[src/rtl/i2cm_stat_pkg.sv]
package i2cm_stat_pkg;
  localparam int FLAG_N  = 7;
  localparam int CTL_W   = 8;
  localparam int DATA_W  = 32;
  localparam int ERR_BIT = 16;

  localparam int FLG_ADDR = 0;
  localparam int FLG_RXD  = 1;
  localparam int FLG_TXD  = 2;
  localparam int FLG_TXE  = 3;
  localparam int FLG_STOP = 4;
  localparam int FLG_ARB  = 5;
  localparam int FLG_NACK = 6;

  localparam int CTL_START = 0;
  localparam int CTL_FSTOP = 1;
  localparam int CTL_RSV   = 2;
  localparam int CTL_IFEN  = 3;
  localparam int CTL_OVR   = 4;
  localparam int CTL_SDA   = 5;
  localparam int CTL_SCL   = 6;
  localparam int CTL_NOFF  = 7;

  typedef enum logic [1:0] {
    RA_CTL   = 2'd0,
    RA_STAT  = 2'd1,
    RA_IEN   = 2'd2,
    RA_GUARD = 2'd3
  } reg_addr_e;
endpackage

[src/rtl/i2cm_flag_bank.sv]
module i2cm_flag_bank #(
  parameter int FLAG_N = 7
) (
  input  logic              clk,
  input  logic              rst,
  input  logic [FLAG_N-1:0] evt_i,
  input  logic              clr_we_i,
  input  logic [FLAG_N-1:0] clr_keep_i,
  input  logic              en_we_i,
  input  logic [FLAG_N-1:0] en_data_i,
  output logic [FLAG_N-1:0] flags_o,
  output logic [FLAG_N-1:0] en_o,
  output logic              irq_o
);
  logic [FLAG_N-1:0] flag_q, flag_nxt, en_q;
  logic              irq_q;

  for (genvar k = 0; k < FLAG_N; k++) begin : g_flag
    // the event term is ORed last, so a pulse beats a clearing write
    assign flag_nxt[k] = evt_i[k] | (flag_q[k] & ~(clr_we_i & ~clr_keep_i[k]));

    AST_EVT_SETS_FLAG: assert property (@(posedge clk) disable iff (rst)
      evt_i[k] |=> flag_q[k]);
  end

  always_ff @(posedge clk) begin
    if (rst) begin
      flag_q <= '0;
      en_q   <= '0;
      irq_q  <= 1'b0;
    end else begin
      flag_q <= flag_nxt;
      if (en_we_i) en_q <= en_data_i;
      irq_q <= |(flag_q & en_q);
    end
  end

  assign flags_o = flag_q;
  assign en_o    = en_q;
  assign irq_o   = irq_q;

  AST_FLAG_HOLD: assert property (@(posedge clk) disable iff (rst)
    (evt_i == '0 && !clr_we_i) |=> $stable(flag_q));
  AST_IRQ_FALLS_WHEN_CLEAN: assert property (@(posedge clk) disable iff (rst)
    ((flag_q & en_q) == '0) |=> !irq_q);
endmodule

[src/rtl/i2cm_nack_guard.sv]
module i2cm_nack_guard #(
  parameter int GUARD_W = 8
) (
  input  logic               clk,
  input  logic               rst,
  input  logic               nack_i,
  input  logic               prot_wr_i,
  input  logic               len_we_i,
  input  logic [GUARD_W-1:0] len_data_i,
  output logic               block_o,
  output logic               active_o,
  output logic [GUARD_W-1:0] len_o,
  output logic               err_o
);
  logic [GUARD_W-1:0] len_q, cnt_q;
  logic               err_q;

  assign active_o = (cnt_q != '0);
  assign block_o  = prot_wr_i & active_o;

  always_ff @(posedge clk) begin
    if (rst) begin
      len_q <= '0;
      cnt_q <= '0;
      err_q <= 1'b0;
    end else begin
      if (len_we_i) len_q <= len_data_i;
      if (nack_i)        cnt_q <= len_q;
      else if (active_o) cnt_q <= cnt_q - 1'b1;
      if (block_o)       err_q <= 1'b1;
      else if (len_we_i) err_q <= 1'b0;
    end
  end

  assign len_o = len_q;
  assign err_o = err_q;

  AST_BLOCK_SETS_ERR: assert property (@(posedge clk) disable iff (rst)
    block_o |=> err_q);
  AST_ERR_STICKY: assert property (@(posedge clk) disable iff (rst)
    (err_q && !len_we_i) |=> err_q);
  AST_NACK_OPENS: assert property (@(posedge clk) disable iff (rst)
    (nack_i && len_q != '0) |=> active_o);
endmodule

[src/rtl/i2cm_ctl_reg.sv]
module i2cm_ctl_reg #(
  parameter int                CTL_W   = 8,
  parameter logic [CTL_W-1:0]  WR_MASK = 8'hFB
) (
  input  logic             clk,
  input  logic             rst,
  input  logic             we_i,
  input  logic [CTL_W-1:0] wdata_i,
  input  logic             arb_lost_i,
  output logic [CTL_W-1:0] ctl_o
);
  logic [CTL_W-1:0] ctl_q;

  always_ff @(posedge clk) begin
    if (rst)             ctl_q <= '0;
    else if (arb_lost_i) ctl_q <= '0;
    else if (we_i)       ctl_q <= wdata_i & WR_MASK;
  end

  assign ctl_o = ctl_q;

  AST_ARB_ZEROES_CTL: assert property (@(posedge clk) disable iff (rst)
    arb_lost_i |=> (ctl_q == '0));
  AST_RSV_ZERO: assert property (@(posedge clk) disable iff (rst)
    (ctl_q & ~WR_MASK) == '0);
endmodule

[src/rtl/i2cm_stat_irq.sv]
module i2cm_stat_irq
  import i2cm_stat_pkg::*;
#(
  parameter int GUARD_W = 8
) (
  input  logic              clk,
  input  logic              rst,
  input  logic [FLAG_N-1:0] evt_i,
  input  logic              sda_sense_i,
  input  logic [1:0]        reg_addr_i,
  input  logic              reg_wr_i,
  input  logic [DATA_W-1:0] reg_wdata_i,
  output logic [DATA_W-1:0] reg_rdata_o,
  output logic [CTL_W-1:0]  ctl_o,
  output logic              irq_o
);
  localparam logic [CTL_W-1:0] CTL_WMASK = ~(CTL_W'(1) << CTL_RSV);

  reg_addr_e          ra;
  logic               wr_ctl, wr_stat, wr_ien, wr_guard, prot_wr, blocked;
  logic               guard_active, guard_err;
  logic [GUARD_W-1:0] guard_len;
  logic [FLAG_N-1:0]  flags, ien;
  logic [DATA_W-1:0]  rd_nxt, rd_q;
  logic               unused_wdata;

  assign ra       = reg_addr_e'(reg_addr_i);
  assign prot_wr  = reg_wr_i & (ra != RA_GUARD);
  assign wr_ctl   = reg_wr_i & (ra == RA_CTL)  & ~blocked;
  assign wr_stat  = reg_wr_i & (ra == RA_STAT) & ~blocked;
  assign wr_ien   = reg_wr_i & (ra == RA_IEN)  & ~blocked;
  assign wr_guard = reg_wr_i & (ra == RA_GUARD);
  assign unused_wdata = ^reg_wdata_i;

  i2cm_flag_bank #(.FLAG_N(FLAG_N)) u_flags (
    .clk        (clk),
    .rst        (rst),
    .evt_i      (evt_i),
    .clr_we_i   (wr_stat),
    .clr_keep_i (reg_wdata_i[FLAG_N-1:0]),
    .en_we_i    (wr_ien),
    .en_data_i  (reg_wdata_i[FLAG_N-1:0]),
    .flags_o    (flags),
    .en_o       (ien),
    .irq_o      (irq_o)
  );

  i2cm_nack_guard #(.GUARD_W(GUARD_W)) u_guard (
    .clk        (clk),
    .rst        (rst),
    .nack_i     (evt_i[FLG_NACK]),
    .prot_wr_i  (prot_wr),
    .len_we_i   (wr_guard),
    .len_data_i (reg_wdata_i[GUARD_W-1:0]),
    .block_o    (blocked),
    .active_o   (guard_active),
    .len_o      (guard_len),
    .err_o      (guard_err)
  );

  i2cm_ctl_reg #(.CTL_W(CTL_W), .WR_MASK(CTL_WMASK)) u_ctl (
    .clk        (clk),
    .rst        (rst),
    .we_i       (wr_ctl),
    .wdata_i    (reg_wdata_i[CTL_W-1:0]),
    .arb_lost_i (evt_i[FLG_ARB]),
    .ctl_o      (ctl_o)
  );

  always_comb begin
    rd_nxt = '0;
    unique case (ra)
      RA_CTL: begin
        rd_nxt[CTL_W-1:0] = ctl_o;
        rd_nxt[CTL_SDA]   = sda_sense_i;
      end
      RA_STAT: rd_nxt[FLAG_N-1:0] = flags;
      RA_IEN:  rd_nxt[FLAG_N-1:0] = ien;
      RA_GUARD: begin
        rd_nxt[GUARD_W-1:0] = guard_len;
        rd_nxt[ERR_BIT]     = guard_err;
      end
      default: rd_nxt = '0;
    endcase
  end

  always_ff @(posedge clk) begin
    if (rst) rd_q <= '0;
    else     rd_q <= rd_nxt;
  end

  assign reg_rdata_o = rd_q;

  AST_GUARD_HOLDS_CTL: assert property (@(posedge clk) disable iff (rst)
    (reg_wr_i && ra == RA_CTL && guard_active && !evt_i[FLG_ARB]) |=> $stable(ctl_o));
  AST_GUARD_HOLDS_IEN: assert property (@(posedge clk) disable iff (rst)
    (reg_wr_i && ra == RA_IEN && guard_active) |=> $stable(ien));
  AST_GUARD_FITS: assert property (@(posedge clk) GUARD_W < ERR_BIT);
endmodule

[config.mk]
export PLATFORM = sky130hd
export DESIGN_NAME = i2cm_stat_irq
export DESIGN_NICKNAME = d
export VERILOG_FILES = /design/src/rtl/i2cm_stat_pkg.sv /design/src/rtl/i2cm_flag_bank.sv /design/src/rtl/i2cm_nack_guard.sv /design/src/rtl/i2cm_ctl_reg.sv /design/src/rtl/i2cm_stat_irq.sv
export SDC_FILE = /design/constraint.sdc
export NUM_CORES = 1
export LEC_CHECK = 0
export BUFFER_PORTS_ARGS = -buffer_cell sky130_fd_sc_hd__buf_4
export CORE_ASPECT_RATIO = 1.5
export CORE_UTILIZATION = 48
export CTS_CLUSTER_DIAMETER = 80
export DETAILED_ROUTE_END_ITERATION = 7
export GPL_TIMING_DRIVEN = 0
export PLACE_DENSITY_LB_ADDON = 0.12
export SLEW_MARGIN = 20
export SYNTH_ARGS = -nofsm -noshare
export SYNTH_HDL_FRONTEND = slang
export SYNTH_SLANG_ARGS = --single-unit
[constraint.sdc]
create_clock -name clk -period 2.5 [get_ports clk]
set_input_delay 0.125 -clock clk [delete_from_list [all_inputs] [get_ports clk]]
set_output_delay 0.125 -clock clk [all_outputs]
set_load 0.05 [all_outputs]
## Yosys cells after proc, flatten, opt, wreduce, memory -nomap -nowiden

Cells that the tools add are included.

| storage, ports and cells | value |
|---|---|
| flip-flop bits (word level) | 71 |
| bits of input ports | 45 |
| output and inout bits | 41 |
| word-level logic and storage cells | 75 |

| operators by class | value |
|---|---|
| add/sub/neg operators | 1 |
| equality and inequality tests | 4 |
| mux-type cells | 6 |
| bitwise operators | 47 |
| reduce and logical (&&, ||, !) cells | 7 |

Operators with widths:

| cell | number |
|---|---|
| $pmux 7 s4 | 1 |
| $and 1x1->1 | 23 |
| $mux 8 | 2 |
| $not 1->1 | 16 |
| $reduce_bool 8->1 | 1 |
| $sub 8x1->8 const B | 1 |
| $and 7x7->7 | 1 |
| $or 1x1->1 | 7 |
| $reduce_or 7->1 | 1 |
| $eq 2x2->1 const B | 2 |
| $reduce_bool 2->1 | 2 |
| $reduce_or 2->1 | 2 |
| $eq 2x1->1 const B | 1 |
| $logic_not 2->1 | 1 |
| $mux 1 | 2 |
| $ne 2x2->1 const B | 1 |
| $pmux 1 s2 | 1 |

## Longest topological paths before layout

Gate-level depths: netlist of run 1.

| depth | value |
|---|---|
| word-level depth | 9 |
| depth in mapped cells | 7 |

## Hierarchy

Synthesis of run 1 repeated with hierarchy kept, for this count alone.

| unflattened totals | value |
|---|---|
| cell total of the unflattened synthesis | 254 |
| area total of the unflattened synthesis | 2344.7 um^2 |

By module, submodules not included:

| module | instances | cells each | area an instance (um^2) | sequential area each (um^2) |
|---|---|---|---|---|
| i2cm_nack_guard | 1 | 90 | 800.8 | 340.3 |
| i2cm_stat_irq | 1 | 82 | 734.5 | 180.2 |
| i2cm_flag_bank | 1 | 56 | 545.5 | 300.3 |
| i2cm_ctl_reg | 1 | 26 | 264.0 | 140.1 |

## Least setup slack after synthesis of run 1

OpenSTA, ideal clock, no wires.

| timing path | value |
|---|---|
| path kind | register to register |
| start | register u_guard.cnt_q[0] |
| end | register u_ctl.ctl_q[7], in the netlist u_ctl.ctl_o[7] |
| data arrival time | 1694 ps |
| slack | 746 ps |
| stages on the path, launching flop included | 7 |
| buffers on the path | 0 |
| clock period less this slack | 1754 ps |
| cell sequence | dfxtp_1 -> inv_1 -> ha_1 -> nor3b_2 -> a31oi_4 -> nor4b_4 -> a22o_1 |

| on the way | value |
|---|---|
| longest elaborated chain between the ends | 4 |

RTL lines:

| what | line | RTL |
|---|---|---|
| from (decl) | i2cm_nack_guard.sv:15 | `logic [GUARD_W-1:0] len_q, cnt_q;` |
| from (signal assigned) | i2cm_nack_guard.sv:28 | `if (nack_i) cnt_q <= len_q;` |
| from (signal assigned) | i2cm_nack_guard.sv:29 | `else if (active_o) cnt_q <= cnt_q - 1'b1;` |
| $reduce_bool 8->1 | i2cm_nack_guard.sv:18 | `assign active_o = (cnt_q != '0);` |
| $and 1x1->1 | i2cm_nack_guard.sv:19 | `assign block_o = prot_wr_i & active_o;` |
| $not 1->1 | i2cm_stat_irq.sv:29 | `assign wr_ctl = reg_wr_i & (ra == RA_CTL) & ~blocked;` |
| $and 1x1->1 | i2cm_stat_irq.sv:29 |  |
| to (signal assigned) | i2cm_ctl_reg.sv:17 | `else if (we_i) ctl_q <= wdata_i & WR_MASK;` |
| to (decl) | i2cm_ctl_reg.sv:12 | `logic [CTL_W-1:0] ctl_q;` |

Every way passes these cells.
A chain may end at the register's enable or synchronous reset.

## Worst setup path after layout of run 1

Ends and elaborated chain as after synthesis.

==> results of run 1 <==
-- placed cells by master (no fill, tap or decap), types with 2 or more instances in the layout --
cell type  synthesis  layout
ha_1               7       7
dfxtp_1           48      48
buf_1              4       4
clkbuf_1           6       7
nor3_1             7       7
or3_1              5       5
clkbuf_8           0       6
a221oi_1           3       3
and2_1             2       2
a222oi_1           8       8
nor3b_2            2       2
a31oi_1            2       2
nand2_1           24      24
o31ai_1            7       7
buf_4             24      61
a22oi_1            3       3
inv_1             18      18
a21oi_1           28      28
conb_1             1      24
nor2_1            18      18
a22o_1            14      14
-- worst paths after layout --
| check | end | slack (ns) |
|---|---|---|
| hold / removal | reg_rdata_o[5] | 0.04 |
| hold reg to reg | reg_rdata_o[16] | 0.43 |
| setup reg to reg | u_ctl.ctl_o[7] | 0.32 |
| setup / recovery | u_ctl.ctl_o[7] | 0.32 |
-- logic make-up after synthesis --
logic type	after synthesis	share of synthesized area, %
adders and majority gates	7	3.96
muxes	1	0.453
other	1	0.170
xor gates and xnor gates	1	0.396
DFF	48	43.4
and+or+nand+nor	62	14.4
buffers and inverters	52	12.9
AOI/OAI and AO/OA	73	24.3
-- layout make-up --
cell class                 count  area share (%)
inverter                      18            2.48
tap                           46            2.11
sequential                    48            35.2
timing repair buffer          37            10.2
clock buffer                   7            3.17
buffer                        34            7.98
clock inverter                 1           0.275
multi-input combinational    168            38.6
-- per-layer routing --
layer | global-route usage [%] | vias to the layer above
met5 | 0 | -
met4 | 11.1 | 0
met3 | 2.90 | 10
met2 | 41.3 | 64
met1 | 23.8 | 898
li1 | - | 955
-- tightest hold or removal path: stages --
cell and delay [ns]:
buf_4 0.07, a21oi_1 0.05, nor2_1 0.07
-- metrics by stage --
step           power, W  util (%)  setup slack [ns]  hold WS [ns]
4_1_cts         0.00172      63.2             0.310        0.0452
6_report        0.00171      63.2             0.324        0.0438
3_3_place_gp    0.00124      61.0             0.367         0.359
5_1_grt         0.00178      63.2             0.153        0.0595
3_5_place_dp    0.00125      61.0             0.330         0.364
2_1_floorplan   0.00115         -             0.746         0.251
-- state kept, by name, summed over array words and instances, names as in the netlist --
| register | cells |
|---|---|
| reg_rdata_o | 9 |
| u_ctl.ctl_o | 7 |
| u_flags.en_o | 7 |
| u_flags.flags_o | 7 |
| u_flags.irq_o | 1 |
| u_guard.cnt_q | 8 |
| u_guard.err_o | 1 |
| u_guard.len_o | 8 |
-- power groups by stage --
| stage | logic (W) | clock network, W | registers [W] |
|---|---|---|---|
| 2_1_floorplan | 0.000285 | 0 | 0.000864 |
| 3_3_place_gp | 0.000388 | 0 | 0.000850 |
| 3_5_place_dp | 0.000394 | 0 | 0.000852 |
| 5_1_grt | 0.000428 | 0.000514 | 0.000839 |
| 6_report | 0.000395 | 0.000485 | 0.000835 |
| 4_1_cts | 0.000395 | 0.000493 | 0.000834 |
==> impl_metrics.toml, run 1 <==
[status]
outcome = "finished with violations"
violations = "DRC"

[layout]
area_delta_synth_final_pct = 23.3
drive_gt1_share_pct = 24.0
antenna_cells = 0
fillers = 406
regArea_um2 = 961
fin_cells = 359
finalNetCount = 364
fin_area_mm2 = 0.00273
multiInputGateArea_mm2 = 0.00105

[global_routing]
grt_start_max_net_pins = 15
grtUsageTotal_pct = 22.2
grt_pass1_vias = 1915
grt_pass1_wl_mm = 8.49
overflow = 0
antenna_found_initial = 0

[detailed_routing]
ant_nets = 0
drt-pass1-iter-count = 8
route.detailed.drc = 3
vias = 1927
drt-met1-wl_mm = 2.00
highest_layer = "met4"
drtIter0Drc = 85
vias_per_cell = 5.37
wl_met2_mm = 2.70
wl_met3_um = 235
wl_mm = 5.04
wl_per_cell_um = 14.0

[placed_design]
gp_congestion = 0.879
io_buffers = 37
dp_cells = 351
dp_hpwl_mm = 3.83
post_dp_cell_area_mm2 = 0.00263

[setup_path]
arrival_ns = 2.43
critPathTopFamily = "simple AND/OR/NAND/NOR gates"
startpoint_type = "flop"
crit_path_end_kind = "flop"
critPathMaxStageDelay_ns = 0.57
path_max_fanout = 9
path_cells = "inv_1, ha_1, nor3b_2, a31oi_4, nor4b_4, a22o_1"
crit_cells = 6
crit_buf_inv = 1
rr_worst_depth = 6
worstSetupPathType = "reg -> reg"
reg2reg_from = "u_guard.cnt_q[0]"
crit_required_ns = 2.75
slowest_stage = "nor4b_4"
cp-startpoint = "u_guard.cnt_q[0]"

[die]
rows = 29
dieWidth_um = 57.4
start_util_pct = 51.2
boundaryPins = 86
core-area_mm2 = 0.00432
fp.dieH_um = 85.1
die_area_mm2 = 0.00489

[sta]
slew_headroom_pct = 58.8
slew_violations = 0
tns_ns = 0
tightest_slew_ns = 0.616
min_period_over_period_pct = 87.0
final.min_clock_period_ns = 2.18
max_freq_ghz = 0.460
final-hold-violation-count = 0
setup_violations = 0
rsz0062_at_grt = "no"
fin_skew_ns = 0.0127

[clocking]
cts_inserted_buffers = 5
cts-root-buf = "clkbuf_8"
hold_buffers = 0
cts_resized = 0
cts.clk_slew.worst_paths_ns = 0.09
cts_buffer_depth = 2
h-tree-depth = 2
post_cts.repair.setup_buffers = 0
cts_tree = "built"
clkSinkCount = 48
clock_latency_ns = 0.31

[power_and_ir_drop]
combPwrFrac_pct = 23.0
p_int_w = 0.00117
leakagePower_nw = 1.22
switching_share_pct = 31.9
p_clk_share_pct = 28.3
p_sw_w = 0.000546
vdd.ir_drop.worst_mv = 0.381
p_seq_share_pct = 48.7
p_per_area_mw_per_mm2 = 628

[yosys]
yosysTopAreaCellShare_pct = 43.4
synthFlopType = "dfxtp_1"
ys_top_cells_by_count = "dfxtp_1, a21oi_1, buf_4, nand2_1"
synth_edf_count = 0
postSynthAreaPerCell_um2 = 9.03
synth.distinct_cells = 34
synth_area_leaders = "dfxtp_1, buf_4, a21oi_1, a22o_1, nand2_1"
yosysMostFrequentCell = "dfxtp_1"
seq_area_frac_synth_pct = 43.4
syn_area_mm2 = 0.00221
postSynthCellCount = 245
yosysWarnings = 0
yosys.area.top_type = "dfxtp_1"
synth-async-reset-ratio_pct = 0
ys_ff_latch = 48

[worst_hold_path]
hold_class = "in -> reg"
holdPathStages = 3
min_from = "sda_sense_i"

[job]
max_cap_viol_count = 0
Note: power is estimated with default switching activity, not from simulation.
==> run 2, diff against run 1 <==
--- a/config.mk
+++ b/config.mk
@@ -7,6 +7,7 @@
 export LEC_CHECK = 0
 export BUFFER_PORTS_ARGS = -buffer_cell sky130_fd_sc_hd__buf_4
 export CORE_ASPECT_RATIO = 1.5
+export CORE_MARGIN = 5
 export CORE_UTILIZATION = 48
 export CTS_CLUSTER_DIAMETER = 80
 export DETAILED_ROUTE_END_ITERATION = 7
==> run 2 against run 1 <==
The run now ends clean. Global-route usage down 4.5 points. Critical path depth unchanged. Clock skew down 0.0050 ns. Sequential power about the same. Fmax up 2.2%. Wire length up 0.22%. Total power up 16%.
==> impl_metrics.toml, run 2 (synthesis gave the netlist of run 1 again) <==
[status]
outcome = "finished, final reports clean"

[sta]
slew_headroom_pct = 60.3
slew_violations = 0
min_period_over_period_pct = 85.1
final.min_clock_period_ns = 2.13
tightest_slew_ns = 0.595
setup_violations = 0
rsz0062_at_grt = "no"
final.setup.worst_slack_ns = 0.372
max_freq_ghz = 0.470
tns_ns = 0
final-hold-violation-count = 0
fin_skew_ns = 0.00773

[power_and_ir_drop]
leakagePower_nw = 1.26
p_per_area_mw_per_mm2 = 714
vdd.ir_drop.worst_mv = 0.484
p_total_w = 0.00199

[placed_design]
dp_hpwl_mm = 3.90
io_buffers = 37
place_ws_ns = 0.346
dp_cells = 353
post_dp_cell_area_mm2 = 0.00264
gp_congestion = 0.813

[clocking]
cts_tree = "built"
post_cts.repair.setup_buffers = 0
cts_buffer_depth = 2
hold_buffers = 0
cts.clk_slew.worst_paths_ns = 0.09
cts_inserted_buffers = 5
clock_latency_ns = 0.30
cts_resized = 0
h-tree-depth = 2
clkSinkCount = 48
cts-root-buf = "clkbuf_8"

[global_routing]
grt_pass1_vias = 1775
grt_pass1_wl_mm = 8.48
grt_start_max_net_pins = 16
grtUsageTotal_pct = 17.7
overflow = 0
antenna_found_initial = 0

[layout]
layout_common_cells = "buf_4, dfxtp_1, a21oi_1, nand2_1, conb_1"
fillers = 408
drive_gt1_share_pct = 24.3
largest_reg_flops = 9
fin_cells = 361
fin_area_mm2 = 0.00280
finalNetCount = 364
antenna_cells = 0
area_delta_synth_final_pct = 26.4
final_common_cell = "buf_4"

[setup_path]
crit_path_end_kind = "flop"
arrival_ns = 2.38
startpoint_type = "flop"
timing.rr.end = "u_ctl.ctl_o[7]"
reg2reg_from = "u_guard.cnt_q[0]"
reg2reg_slack_ns = 0.37
path_max_fanout = 9
crit_required_ns = 2.75
worstSetupPathType = "reg -> reg"
cp-startpoint = "u_guard.cnt_q[0]"
rr_worst_depth = 6
cp-endpoint = "u_ctl.ctl_o[7]"

[detailed_routing]
drt-pass1-iter-count = 5
wl_per_cell_um = 14.0
drtIter0Drc = 139
ant_nets = 0
vias_per_cell = 5.27
wl_mm = 5.05
route.detailed.drc = 0
vias = 1902

[worst_hold_path]
hold_class = "in -> reg"
min_from = "reg_wdata_i[2]"

[die]
rows = 30
fp.dieH_um = 93.1
die_area_mm2 = 0.00609
start_util_pct = 49.1
dieWidth_um = 65.4
core-area_mm2 = 0.00450
boundaryPins = 86

[job]
max_cap_viol_count = 0
[run 2: cell types whose count changed in the layout (fill, tap and decap cells not counted)]
cell	before	now
bufinv_16	0	3
clkinvlp_4	1	0
clkbuf_8	6	5
clkbuf_1	7	6
[run 2: power by group]
part           internal [W]  leakage, nW  switching, W
clock network      0.000500       0.0784      0.000269
registers          0.000802        0.392     0.0000322
logic              0.000141        0.787      0.000251
total               0.00144         1.26      0.000552
[run 2: final cells by class]
cell class	instances	area, µm²	area share, %
clock inverters	3	90.1	3.22
repair buffers	37	278	9.94
well taps	48	60.1	2.15
multi-input cells	168	1050	37.6
plain buffers	34	218	7.79
inverters	18	67.6	2.42
clock buffers	5	68.8	2.46
flip-flops and latches	48	961	34.4
[run 2: worst min path at each step]
stage,slack [ns],end,depth (start not counted)
floorplan,0.25,u_flags.en_o[0],1
global placement,0.36,reg_rdata_o[5],3
detailed placement,0.36,u_ctl.ctl_o[7],2
finish,0.05,u_flags.en_o[2],2
global route,0.04,u_flags.en_o[2],2
CTS,0.04,u_flags.en_o[2],2
[run 2: worst max-delay path, stage by stage, from the launching register on]
cell	delay (ns)
dfxtp_1	0.34
inv_1	0.11
ha_1	0.20
nor3b_2	0.44
a31oi_4	0.24
nor4b_4	0.53
a22o_1	0.21
[run 2: metrics by stage]
stage / util (%) / hold WS (ns)
after floorplan: - / 0.251
after global placement: 58.5 / 0.357
after detailed placement: 58.5 / 0.360
after CTS: 62.1 / 0.0405
after global routing: 62.1 / 0.0392
final: 62.1 / 0.0471
[run 2: per-layer routing]
metal	wire length, µm	part of all wire, %	vias up	track usage, %
li1	-	-	960	-
met1	2050	41	876	21.6
met2	2640	52	61	30.4
met3	296	5.9	5	3.61
met4	63	1.2	0	6.06
met5	0	0	-	0
==> run 3, diff against run 2 <==
--- a/config.mk
+++ b/config.mk
@@ -8,7 +8,8 @@
 export BUFFER_PORTS_ARGS = -buffer_cell sky130_fd_sc_hd__buf_4
 export CORE_ASPECT_RATIO = 1.5
 export CORE_MARGIN = 5
-export CORE_UTILIZATION = 48
+export CORE_UTILIZATION = 50
+export CTS_BUF_LIST = sky130_fd_sc_hd__clkbuf_8
 export CTS_CLUSTER_DIAMETER = 80
 export DETAILED_ROUTE_END_ITERATION = 7
 export GPL_TIMING_DRIVEN = 0
==> run 3 against run 2 <==
Critical path depth unchanged. Highest routed layer unchanged. Wire length up 0.42%. First-iteration DRC count fell by 9.4%. Sequential share of layout area increased by 0.67 points. Setup slack improved by 0.022 ns. Die area shrank 3.5%. Largest cell class unchanged. Sequential power is essentially flat. Critical endpoint is now u_ctl.ctl_o[1]. Clock skew grew 0.0011 ns. Critical path type unchanged. Clock power decreased by 30%.
==> impl_metrics.toml, run 3 (synthesis gave the netlist of run 1 again) <==
[layout]
antenna_cells = 0
final_common_cell = "buf_4"
largest_reg_flops = 9
finalNetCount = 364
layout_common_cells = "buf_4, dfxtp_1, a21oi_1, nand2_1, conb_1"
area_delta_synth_final_pct = 23.9
fin_area_mm2 = 0.00274
drive_gt1_share_pct = 24.0

[placed_design]
io_buffers = 37
post_dp_cell_area_mm2 = 0.00263
gp_congestion = 0.814
dp_hpwl_mm = 3.95

[global_routing]
overflow = 0
grtUsageTotal_pct = 17.6
grt_pass1_vias = 1795
grt_pass1_wl_mm = 8.49
grt_start_max_net_pins = 15
antenna_found_initial = 0

[detailed_routing]
ant_nets = 0
wl_mm = 5.07
vias_per_cell = 5.33
drtIter0Drc = 126
drt-pass1-iter-count = 7
vias = 1914
route.detailed.drc = 0
wl_per_cell_um = 14.1

[sta]
final.min_clock_period_ns = 2.11
fin_skew_ns = 0.00881
tns_ns = 0
min_period_over_period_pct = 84.2
rsz0062_at_grt = "no"
tightest_slew_ns = 0.604
slew_violations = 0
setup_violations = 0
fin_hold_ws_ns = 0.0557
max_freq_ghz = 0.475
final-hold-violation-count = 0
slew_headroom_pct = 59.7

[clocking]
hold_buffers = 0
cts_tree = "built"
cts.clk_slew.worst_paths_ns = 0.09
cts_inserted_buffers = 5
cts_buffer_depth = 2
post_cts.repair.setup_buffers = 0
clock_latency_ns = 0.29
cts-root-buf = "clkbuf_8"
cts_resized = 0
h-tree-depth = 2
clkSinkCount = 48

[setup_path]
crit_path_end_kind = "flop"
reg2reg_slack_ns = 0.39
crit_required_ns = 2.74
cp-startpoint = "u_guard.cnt_q[0]"
rr_worst_depth = 6
worstSetupPathType = "reg -> reg"
cp-endpoint = "u_ctl.ctl_o[1]"
startpoint_type = "flop"
timing.rr.end = "u_ctl.ctl_o[1]"
reg2reg_from = "u_guard.cnt_q[0]"
path_max_fanout = 9
arrival_ns = 2.35

[status]
outcome = "finished, final reports clean"

[power_and_ir_drop]
vdd.ir_drop.worst_mv = 0.560
p_per_area_mw_per_mm2 = 645
leakagePower_nw = 1.24

[die]
start_util_pct = 52.1
dieWidth_um = 64.3
core-area_mm2 = 0.00425
die_area_mm2 = 0.00588
rows = 29
fp.dieH_um = 91.5
boundaryPins = 86

[job]
max_cap_viol_count = 0

[worst_hold_path]
hold_class = "in -> reg"
min_from = "reg_wdata_i[7]"
[run 3: changes by cell type in the layout (fill, tap and decap cells not counted)]
cell       previous run  this run
inv_1                18        19
clkinv_2              0         1
bufinv_16             3         1
[run 3: how the worst min path moves through the flow]
stage | to | slack, ns | cells past startpoint
finish | u_ctl.ctl_o[7] | 0.06 | 2
global route | u_ctl.ctl_o[7] | 0.05 | 2
CTS | u_ctl.ctl_o[7] | 0.06 | 2
detailed placement | u_flags.en_o[2] | 0.36 | 2
global placement | u_ctl.ctl_o[7] | 0.36 | 2
floorplan | u_flags.en_o[0] | 0.25 | 1
[run 3: layout make-up]
cell class,count,area (µm²)
Buffer,34,218
Clock buffer,5,68.8
Clock inverter,3,38.8
Fill cell,394,1500
Inverter,18,67.6
Multi-Input combinational cell,168,1050
Sequential cell,48,961
Tap cell,46,57.6
Timing Repair Buffer,37,278
[run 3: per-layer routing]
metal  up-vias  global-route usage [%]  part of all wire [%]
met5         -                       0                     0
met4         0                    5.09                   1.5
met3         8                    2.96                   5.7
met2        62                    31.3                    53
met1       880                    21.1                    40
li1        964                       -                     -
[run 3: power breakdown]
group	total [W]	leakage, nW	internal (W)	switching (W)
Sequential	0.000834	0.392	0.000801	0.0000322
Combinational	0.000394	0.787	0.000141	0.000253
Clock	0.000542	0.0593	0.000293	0.000249
[run 3: through the flow]
stage,instances,power (W),utilization (%),setup WS [ns]
floorplan,268,0.00115,-,0.746
global placement,351,0.00124,62.0,0.372
detailed placement,351,0.00124,62.0,0.355
CTS,359,0.00177,64.6,0.344
global route,359,0.00186,64.6,0.181
finish,359,0.00177,64.6,0.395
[run 3: worst max-delay path, stage by stage (launching register included)]
cell and delay, ns:
dfxtp_1 0.34, inv_1 0.10, ha_1 0.20, nor3b_2 0.43, a31oi_4 0.24, nor4b_4 0.54
a22o_1 0.21
